$ cat config.mk
export PLATFORM = sky130hd
export DESIGN_NAME = act_sleep_ctrl
export DESIGN_NICKNAME = d
export VERILOG_FILES = /design/src/rtl/act_pkg.sv /design/src/rtl/act_regs.sv /design/src/rtl/act_detect.sv /design/src/rtl/act_timer.sv /design/src/rtl/act_sleep_ctrl.sv
export SDC_FILE = /design/constraint.sdc
export NUM_CORES = 1
export LEC_CHECK = 0
export ABC_AREA = 0
export CAP_MARGIN = 20
export CORE_ASPECT_RATIO = 1.25
export CORE_UTILIZATION = 45
export CTS_CLUSTER_SIZE = 28
export DETAILED_ROUTE_END_ITERATION = 16
export PLACE_DENSITY = 0.74
export SYNTH_ARGS = -nofsm -noshare
export SYNTH_HDL_FRONTEND = slang
export SYNTH_SLANG_ARGS = --single-unit
export TNS_END_PERCENT = 1
$ cat constraint.sdc
create_clock -name clk -period 3.1 [get_ports clk]
set_input_delay 0.31 -clock clk [delete_from_list [all_inputs] [get_ports clk]]
set_output_delay 0.31 -clock clk [all_outputs]
set_load 0.03 [all_outputs]
$ cat src/rtl/act_pkg.sv
package act_pkg;
  typedef enum logic [1:0] {
    SEL_THR  = 2'd0,
    SEL_DUR  = 2'd1,
    SEL_RATE = 2'd2,
    SEL_MODE = 2'd3
  } cfg_sel_e;
endpackage

$ cat src/rtl/act_regs.sv
module act_regs
  import act_pkg::*;
#(
  parameter int REG_W  = 8,
  parameter int THR_W  = 8,
  parameter int DUR_W  = 8,
  parameter int RATE_W = 4,
  parameter int MODE_W = 2
) (
  input  logic              clk,
  input  logic              rst,
  input  logic              we,
  input  logic [1:0]        sel,
  input  logic [REG_W-1:0]  wdata,
  output logic [THR_W-1:0]  thr_q,
  output logic [DUR_W-1:0]  dur_q,
  output logic [RATE_W-1:0] rate_q,
  output logic [MODE_W-1:0] mode_q
);
  always_ff @(posedge clk) begin
    if (rst) begin
      thr_q  <= '0;
      dur_q  <= '0;
      rate_q <= '0;
      mode_q <= '0;
    end else if (we) begin
      unique case (cfg_sel_e'(sel))
        SEL_THR:  thr_q  <= wdata[THR_W-1:0];
        SEL_DUR:  dur_q  <= wdata[DUR_W-1:0];
        SEL_RATE: rate_q <= wdata[RATE_W-1:0];
        SEL_MODE: mode_q <= wdata[MODE_W-1:0];
        default: ;
      endcase
    end
  end

  a_r9_write_lands: assert property (@(posedge clk) disable iff (rst)
    (we && sel == 2'd0) |=> (thr_q == $past(wdata[THR_W-1:0])));
endmodule

$ cat src/rtl/act_detect.sv
module act_detect #(
  parameter int AXES     = 3,
  parameter int SAMPLE_W = 16,
  parameter int THR_W    = 8
) (
  input  logic [AXES*SAMPLE_W-1:0] samples,
  input  logic [THR_W-1:0]         thr,
  output logic                     above
);
  localparam int PAD_W = SAMPLE_W - THR_W;

  logic [SAMPLE_W-1:0] thr_ext;
  logic [AXES-1:0]     axis_hit;

  assign thr_ext = {{PAD_W{1'b0}}, thr};

  for (genvar a = 0; a < AXES; a++) begin : g_axis
    logic [SAMPLE_W-1:0] raw;
    logic [SAMPLE_W-1:0] mag;
    assign raw = samples[a*SAMPLE_W +: SAMPLE_W];
    assign mag = raw[SAMPLE_W-1] ? (~raw + SAMPLE_W'(1)) : raw;
    assign axis_hit[a] = (mag > thr_ext);
  end

  assign above = |axis_hit;
endmodule

$ cat src/rtl/act_timer.sv
module act_timer #(
  parameter int DUR_W = 8
) (
  input  logic             clk,
  input  logic             rst,
  input  logic             enable,
  input  logic             valid,
  input  logic             above,
  input  logic [DUR_W-1:0] dur,
  output logic             sleep_q,
  output logic             wake_q
);
  localparam int CNT_W = DUR_W + 3;

  logic [CNT_W-1:0] cnt;
  logic [CNT_W-1:0] last_idx;

  assign last_idx = {dur, 3'b000};

  always_ff @(posedge clk) begin
    if (rst) begin
      sleep_q <= 1'b0;
      wake_q  <= 1'b0;
      cnt     <= '0;
    end else begin
      wake_q <= 1'b0;
      if (!enable) begin
        sleep_q <= 1'b0;
        cnt     <= '0;
      end else if (valid) begin
        if (sleep_q) begin
          if (above) begin
            sleep_q <= 1'b0;
            wake_q  <= 1'b1;
            cnt     <= '0;
          end
        end else if (above) begin
          cnt <= '0;
        end else if (cnt >= last_idx) begin
          sleep_q <= 1'b1;
          cnt     <= '0;
        end else begin
          cnt <= cnt + CNT_W'(1);
        end
      end
    end
  end

  a_r2_off_stays_awake: assert property (@(posedge clk) disable iff (rst)
    !enable |=> (!sleep_q && !wake_q));
  a_r5_motion_restarts: assert property (@(posedge clk) disable iff (rst)
    (enable && valid && above && !sleep_q) |=> (cnt == '0 && !sleep_q));
  a_r6_single_pulse: assert property (@(posedge clk) disable iff (rst)
    wake_q |=> !wake_q);
  a_r6_pulse_on_fall: assert property (@(posedge clk) disable iff (rst)
    wake_q |-> ($past(sleep_q) && !sleep_q));
  a_r7_idle_holds: assert property (@(posedge clk) disable iff (rst)
    (enable && !valid) |=> ($stable(cnt) && $stable(sleep_q)));
endmodule

$ cat src/rtl/act_sleep_ctrl.sv
module act_sleep_ctrl #(
  parameter int                SAMPLE_W   = 16,
  parameter int                REG_W      = 8,
  parameter int                THR_W      = 8,
  parameter int                DUR_W      = 8,
  parameter int                RATE_W     = 4,
  parameter int                MODE_W     = 2,
  parameter logic [RATE_W-1:0] SLEEP_RATE = 4'h2,
  parameter logic [MODE_W-1:0] LP_MODE    = 2'b01
) (
  input  logic                       clk,
  input  logic                       rst,
  input  logic                       smp_valid,
  input  logic signed [SAMPLE_W-1:0] smp_x,
  input  logic signed [SAMPLE_W-1:0] smp_y,
  input  logic signed [SAMPLE_W-1:0] smp_z,
  input  logic                       cfg_we,
  input  logic [1:0]                 cfg_sel,
  input  logic [REG_W-1:0]           cfg_wdata,
  output logic [RATE_W-1:0]          eff_rate,
  output logic [MODE_W-1:0]          eff_mode,
  output logic                       asleep,
  output logic                       wake_evt
);
  localparam int AXES = 3;

  logic [THR_W-1:0]         thr_q;
  logic [DUR_W-1:0]         dur_q;
  logic [RATE_W-1:0]        urate_q;
  logic [MODE_W-1:0]        umode_q;
  logic [AXES*SAMPLE_W-1:0] packed_smp;
  logic                     any_above;
  logic                     feature_on;

  assign packed_smp = {smp_z, smp_y, smp_x};
  assign feature_on = (thr_q != '0);

  act_regs #(
    .REG_W(REG_W), .THR_W(THR_W), .DUR_W(DUR_W),
    .RATE_W(RATE_W), .MODE_W(MODE_W)
  ) u_regs (
    .clk(clk), .rst(rst), .we(cfg_we), .sel(cfg_sel), .wdata(cfg_wdata),
    .thr_q(thr_q), .dur_q(dur_q), .rate_q(urate_q), .mode_q(umode_q)
  );

  act_detect #(
    .AXES(AXES), .SAMPLE_W(SAMPLE_W), .THR_W(THR_W)
  ) u_detect (
    .samples(packed_smp), .thr(thr_q), .above(any_above)
  );

  act_timer #(
    .DUR_W(DUR_W)
  ) u_timer (
    .clk(clk), .rst(rst), .enable(feature_on), .valid(smp_valid),
    .above(any_above), .dur(dur_q), .sleep_q(asleep), .wake_q(wake_evt)
  );

  always_ff @(posedge clk) begin
    if (rst) begin
      eff_rate <= '0;
      eff_mode <= '0;
    end else if (asleep) begin
      eff_rate <= SLEEP_RATE;
      eff_mode <= LP_MODE;
    end else begin
      eff_rate <= urate_q;
      eff_mode <= umode_q;
    end
  end

  a_r4_forced_low_power: assert property (@(posedge clk) disable iff (rst)
    asleep |=> (eff_rate == SLEEP_RATE && eff_mode == LP_MODE));
  a_r5_restore_user: assert property (@(posedge clk) disable iff (rst)
    wake_evt |=> (eff_rate == $past(urate_q) && eff_mode == $past(umode_q)));
  a_r2_disabled_passthrough: assert property (@(posedge clk) disable iff (rst)
    (thr_q == '0 && $past(thr_q) == '0) |=> (eff_rate == $past(urate_q)));
endmodule

After elaboration in Yosys (flattened, before gate mapping)
Index checks and enable logic that the tools add are counted.

Bits in registers: 41. Input port bits: 62. Output and inout bits: 8.

Eq/ne operators: 4. Reduce and logical (&&, ||, !) cells: 11. Muxes and demuxes: 14. Add/sub/neg operators: 4. Bitwise logic cells: 6. Order comparisons: 4.

Operator list (count): 16-bit by 1-bit adder with 16-bit output (second input constant) (3); 16-bit by 8-bit > comparator with 1-bit output (3); 16-bit two-way mux (3); 16-bit inverter (3); 11-bit two-way mux (4); 11-bit by 1-bit adder with 11-bit output (second input constant) (1); 11-bit >= comparator (1); 2-bit AND reduction (5); 8-bit nonzero test (1); 1-bit two-way mux (6); 2-bit == test (second input constant) (2); 2-bit OR reduction (2); 4-bit OR reduction (1); 1-bit inverter (3); 3-bit OR reduction (1); 2-bit by 1-bit == test with 1-bit output (second input constant) (1); 2-bit zero test (1); 2-bit two-way mux (1); 2-bit != test (second input constant) (1).

Logic depth before layout (Yosys ltp)
Gate-level depths: netlist (run 1).

Depth after elaboration: 7. Depth in mapped cells: 15. Gate-level depth less buffers: 13.

Hierarchy
A second synthesis (run 1) with hierarchy kept.

Cell total of the unflattened synthesis: 431. Area total of the unflattened synthesis: 3503.4 µm².

By module, submodules not included: act_detect (area an instance 1585.3 µm², instances 1, sequential area each 0.0 µm², cells an instance 230); act_regs (area an instance 914.6 µm², instances 1, sequential area each 440.4 µm², cells an instance 85); act_timer (area an instance 823.3 µm², instances 1, sequential area each 260.2 µm², cells an instance 98); act_sleep_ctrl (area an instance 180.2 µm², instances 1, sequential area each 120.1 µm², cells an instance 18).

Least setup slack after synthesis (run 1)
Ideal clock, no wire load.

Path type: in2reg. From: in smp_x[5]. To: reg u_timer.cnt[7]. Buffers on the path: 2. Library setup time: 0.079 ns. Path slack: 0.056 ns. Stages: 13. Arrival: 2.965 ns. Cell sequence: or4_1 -> buf_2 -> o31ai_1 -> xnor2_1 -> ha_1 -> a21oi_1 -> o21ai_0 -> o21ai_0 -> o311ai_1 -> or4_1 -> o32a_1 -> buf_6 -> o211ai_1.

Word-level cells in the longest chain between the ends: 7.

Ends and longest elaborated chain: start, declared (line act_sleep_ctrl.sv:14) `input logic signed [SAMPLE_W-1:0] smp_x,`; 16-bit inverter (line act_detect.sv:21) `assign mag = raw[SAMPLE_W-1] ? (~raw + SAMPLE_W'(1)) : raw;`; 16-bit by 1-bit adder with 16-bit output (line act_detect.sv:21); 16-bit two-way mux * (line act_detect.sv:21); 16-bit by 8-bit > comparator with 1-bit output * (line act_detect.sv:22) `assign axis_hit[a] = (mag > thr_ext);`; 3-bit OR reduction * (line act_detect.sv:25) `assign above = |axis_hit;`; 2-bit != test (no source line) / 11-bit two-way mux (equally long branches); 2-bit AND reduction (no source line) / 11-bit two-way mux (equally long branches); end signal, assigned (line act_timer.sv:43) `cnt <= cnt + CNT_W'(1);`; end, declared (line act_timer.sv:15) `logic [CNT_W-1:0] cnt;`.

Every way passes the cells marked *; elsewhere a longest branch is shown, timed or not. A chain may end at the register's enable or synchronous reset.

Worst setup path in the final report (run 1)
From: in smp_z[0]. To: reg u_timer.cnt[3].

Word-level cells in the longest chain between the ends: 7.

Ends and longest elaborated chain: start, declared (line act_sleep_ctrl.sv:16) `input logic signed [SAMPLE_W-1:0] smp_z,`; 16-bit inverter (line act_detect.sv:21); 16-bit by 1-bit adder with 16-bit output (line act_detect.sv:21); 16-bit two-way mux * (line act_detect.sv:21); 16-bit by 8-bit > comparator with 1-bit output * (line act_detect.sv:22); 3-bit OR reduction * (line act_detect.sv:25); 2-bit != test (no source line) / 11-bit two-way mux (equally long branches); 2-bit AND reduction (no source line) / 11-bit two-way mux (equally long branches).

Marked as above.

==> qor.yml, run 1 <==
hold_start: "u_regs.rate_q[3]"
syn_area_um2: 3530
synth_nets: 555
synth.top_cell.area_share_pct: 23.3
gp_congestion: 1.04
ant_nets: 0
route.met3.wl_um: 348
cp-start-kind: "primary input"
worstMarginPinSlew_ns: 0.595
grt_max_degree: 26
grt_antenna_before_repair: 0
place_ws_ns: -0.593
p_total_mw: 1.39
root_buffer: "clkbuf_8"
yosys.area.top_type: "dfxtp_1"
vdd_drop_max_mv: 0.242
ys_seq_area_share_pct: 23.3
post-route-period-util_pct: 100
dpl.cell_count: 660
numCtsBuffers: 5
p_leak_nw: 2.03
cts_buffer_depth: 2
drt-met1-wl_um: 4080
die_h_um: 101
synth.area.top_cells: "dfxtp_1 23%, ha_1 13%, nor2_1 6.3%"
end_kind: "flip-flop"
synth-async-reset-ratio_pct: 0
cp-startpoint: "smp_z[0]"
finalWirelength_um: 10700
fmax_mhz: 323
route.met2.wl_um: 5890
io_buffers: 69
path_max_fanout: 6
start_util_pct: 47.1
synth_cell_types: 62
hp-class: "flip-flop to flip-flop"
chipWidth_um: 81.2
finClkSkew_ns: 0.0105
grt_pass1_wl_um: 16900
finalNonFillerCells: 671
hold_viol: 0
nFillCells: 643
nets: 677
relSlewSlack_pct: 60.0
cts_num_sinks: 41
setup_slack_ns: 0.00129
avgViaCountPerCell: 5.80
synth_edf_count: 0
grtUsageTotal_pct: 26.7
grt_pass1_vias: 3714
drt_iter0_drc: 235
yosys_warnings: 0
area.growth.synth_to_final_pct: 42.6
grt-ovfl-total: 0
path_class: "primary input to flip-flop"
ios: 70
synthCells: 456
clkLatencyLatePin_ns: 0.30
slew_violations: 0
setup_viol: 0
dr.pass1.iters: 4
critPathArrivalTime_ns: 3.33
powerDensity_nw_per_um2: 277
rsz0062_at_grt: "true"
top_layer: "met4"
cts_tree: "built"
drive_gt1_share_pct: 18.8
rows: 35
required_ns: 3.33
ys.flop_type: "dfxtp_1"
outcome: "finished, final reports clean"
cap_violations: 0
clk_pin_slew_ns: 0.09
ys_ff_latch: 41
utilization_pct: 67.2
via_count: 3895
dp_hpwl_um: 8450
drc_errors: 0
dieArea_um2: 8200
avgSynthCellArea_um2: 7.73
diodes: 0
htree_num_levels: 2
core_area_um2: 7490
r2r-start: "u_regs.thr_q[2]"
period_minus_slack_ns: 3.10
wl_per_cell_um: 16.0
-- state kept, by name, indices dropped and copies added (netlist names) --
name	cells
u_timer.sleep_q	1
eff_mode	2
eff_rate	4
u_timer.cnt	11
u_regs.thr_q	8
u_timer.wake_q	1
u_regs.mode_q	2
u_regs.dur_q	8
u_regs.rate_q	4
-- timing repair --
item	in CTS	in global routing
buffers inserted	2	0
hold buffers	0	0
resized for setup	41	23
endpoints found under the setup margin	12	13
cloned	1	0
pin swaps	26	18
-- cell usage in the layout (no fill, tap or decap), drive strengths merged, types with 2 or more instances in the layout --
master	instances
a211oi	4
mux2i	18
o32a	2
ha	37
and2	10
nor3b	2
and3	2
o31ai	5
dlygate4sd2	5
clkdlybuf4s50	59
nor4	11
o41ai	5
xnor2	16
nor2	59
nand3	8
nor2b	6
a21o	2
or2	4
buf	62
o2111ai	4
or3	4
o211ai	13
a31oi	3
nor3	10
nand4	28
a21oi	26
nand3b	4
o21ai	15
clkbuf	7
a311o	2
or4	5
nand2b	4
xor2	2
dfxtp	41
nand2	23
inv	44
o21bai	2
-- cells by family after synthesis --
group	Yosys count	synth area share, %
flops	41	23.3
xor+xnor	18	4.47
buf+inv	59	6.88
compound gates	96	18.6
fa+ha+maj	37	13.1
mux	19	5.43
simple gates	186	28.2
-- power breakdown --
part	switching, mW	internal [mW]
Clock	0.206	0.163
Sequential	0.00672	0.538
Combinational	0.236	0.244
Total	0.449	0.945
-- critical path: stages --
cell             delay [ns]
clkdlybuf4s50_1        0.44
or2_2                  0.38
o41ai_4                0.23
xnor2_1                0.17
ha_1                   0.27
a21oi_1                0.17
o21ai_1                0.08
o22a_1                 0.20
or4_4                  0.46
o32a_4                 0.41
o211ai_1               0.19
-- path summary, 6_finish.rpt --
kind                                  endpoint  cells past startpoint  slack (ns)
worst min-delay path               eff_rate[3]                      1        0.46
worst min register to register     eff_rate[3]                      1        0.46
worst max register to register  u_timer.cnt[3]                      9        0.52
worst max-delay path            u_timer.cnt[3]                     11       0.001
-- synthesized netlist by cell type, types with 10 or more instances --
| cell type | instances |
|---|---|
| o211ai_1 | 12 |
| dfxtp_1 | 41 |
| xnor2_1 | 16 |
| nand4_1 | 28 |
| nor3_1 | 10 |
| clkbuf_1 | 10 |
| ha_1 | 37 |
| nor2_1 | 59 |
| mux2i_1 | 18 |
| and2_1 | 10 |
| inv_1 | 43 |
| o21ai_0 | 15 |
| a21oi_1 | 26 |
| nand2_1 | 23 |
-- routing by layer --
metal,vias up,global-route usage [%]
li1,1937,-
met4,0,13.2
met3,26,2.26
met5,-,0
met1,1821,27.1
met2,111,52.6
-- per-stage QoR --
stage	hold slack [ns]	cell area [um^2]	TNS, ns
after CTS	0.464	4950	0
after global routing	0.478	5030	-1.01
final	0.462	5030	0
after detailed placement	0.441	4720	-6.76
after global placement	0.436	4720	-5.83
after floorplan	0.407	3530	0
-- area by class of cell --
class	count	area (um^2)	share of cell area, %
clock buffer	5	68.8	1.37
clock inverter	3	25.0	0.497
inverter	43	161	3.21
multi-input combinational	357	2670	53.0
sequential	41	821	16.3
tap	92	115	2.29
timing repair buffer	130	1170	23.3
Note: power is estimated with default switching activity, not from simulation.
==> run 2, diff against run 1 <==
CAP_MARGIN = 40   (was 20)
CTS_CLUSTER_DIAMETER = 200   (was default)
==> results of run 2 <==
No change in the layout: final DEF, timing and power equal those of run 1.
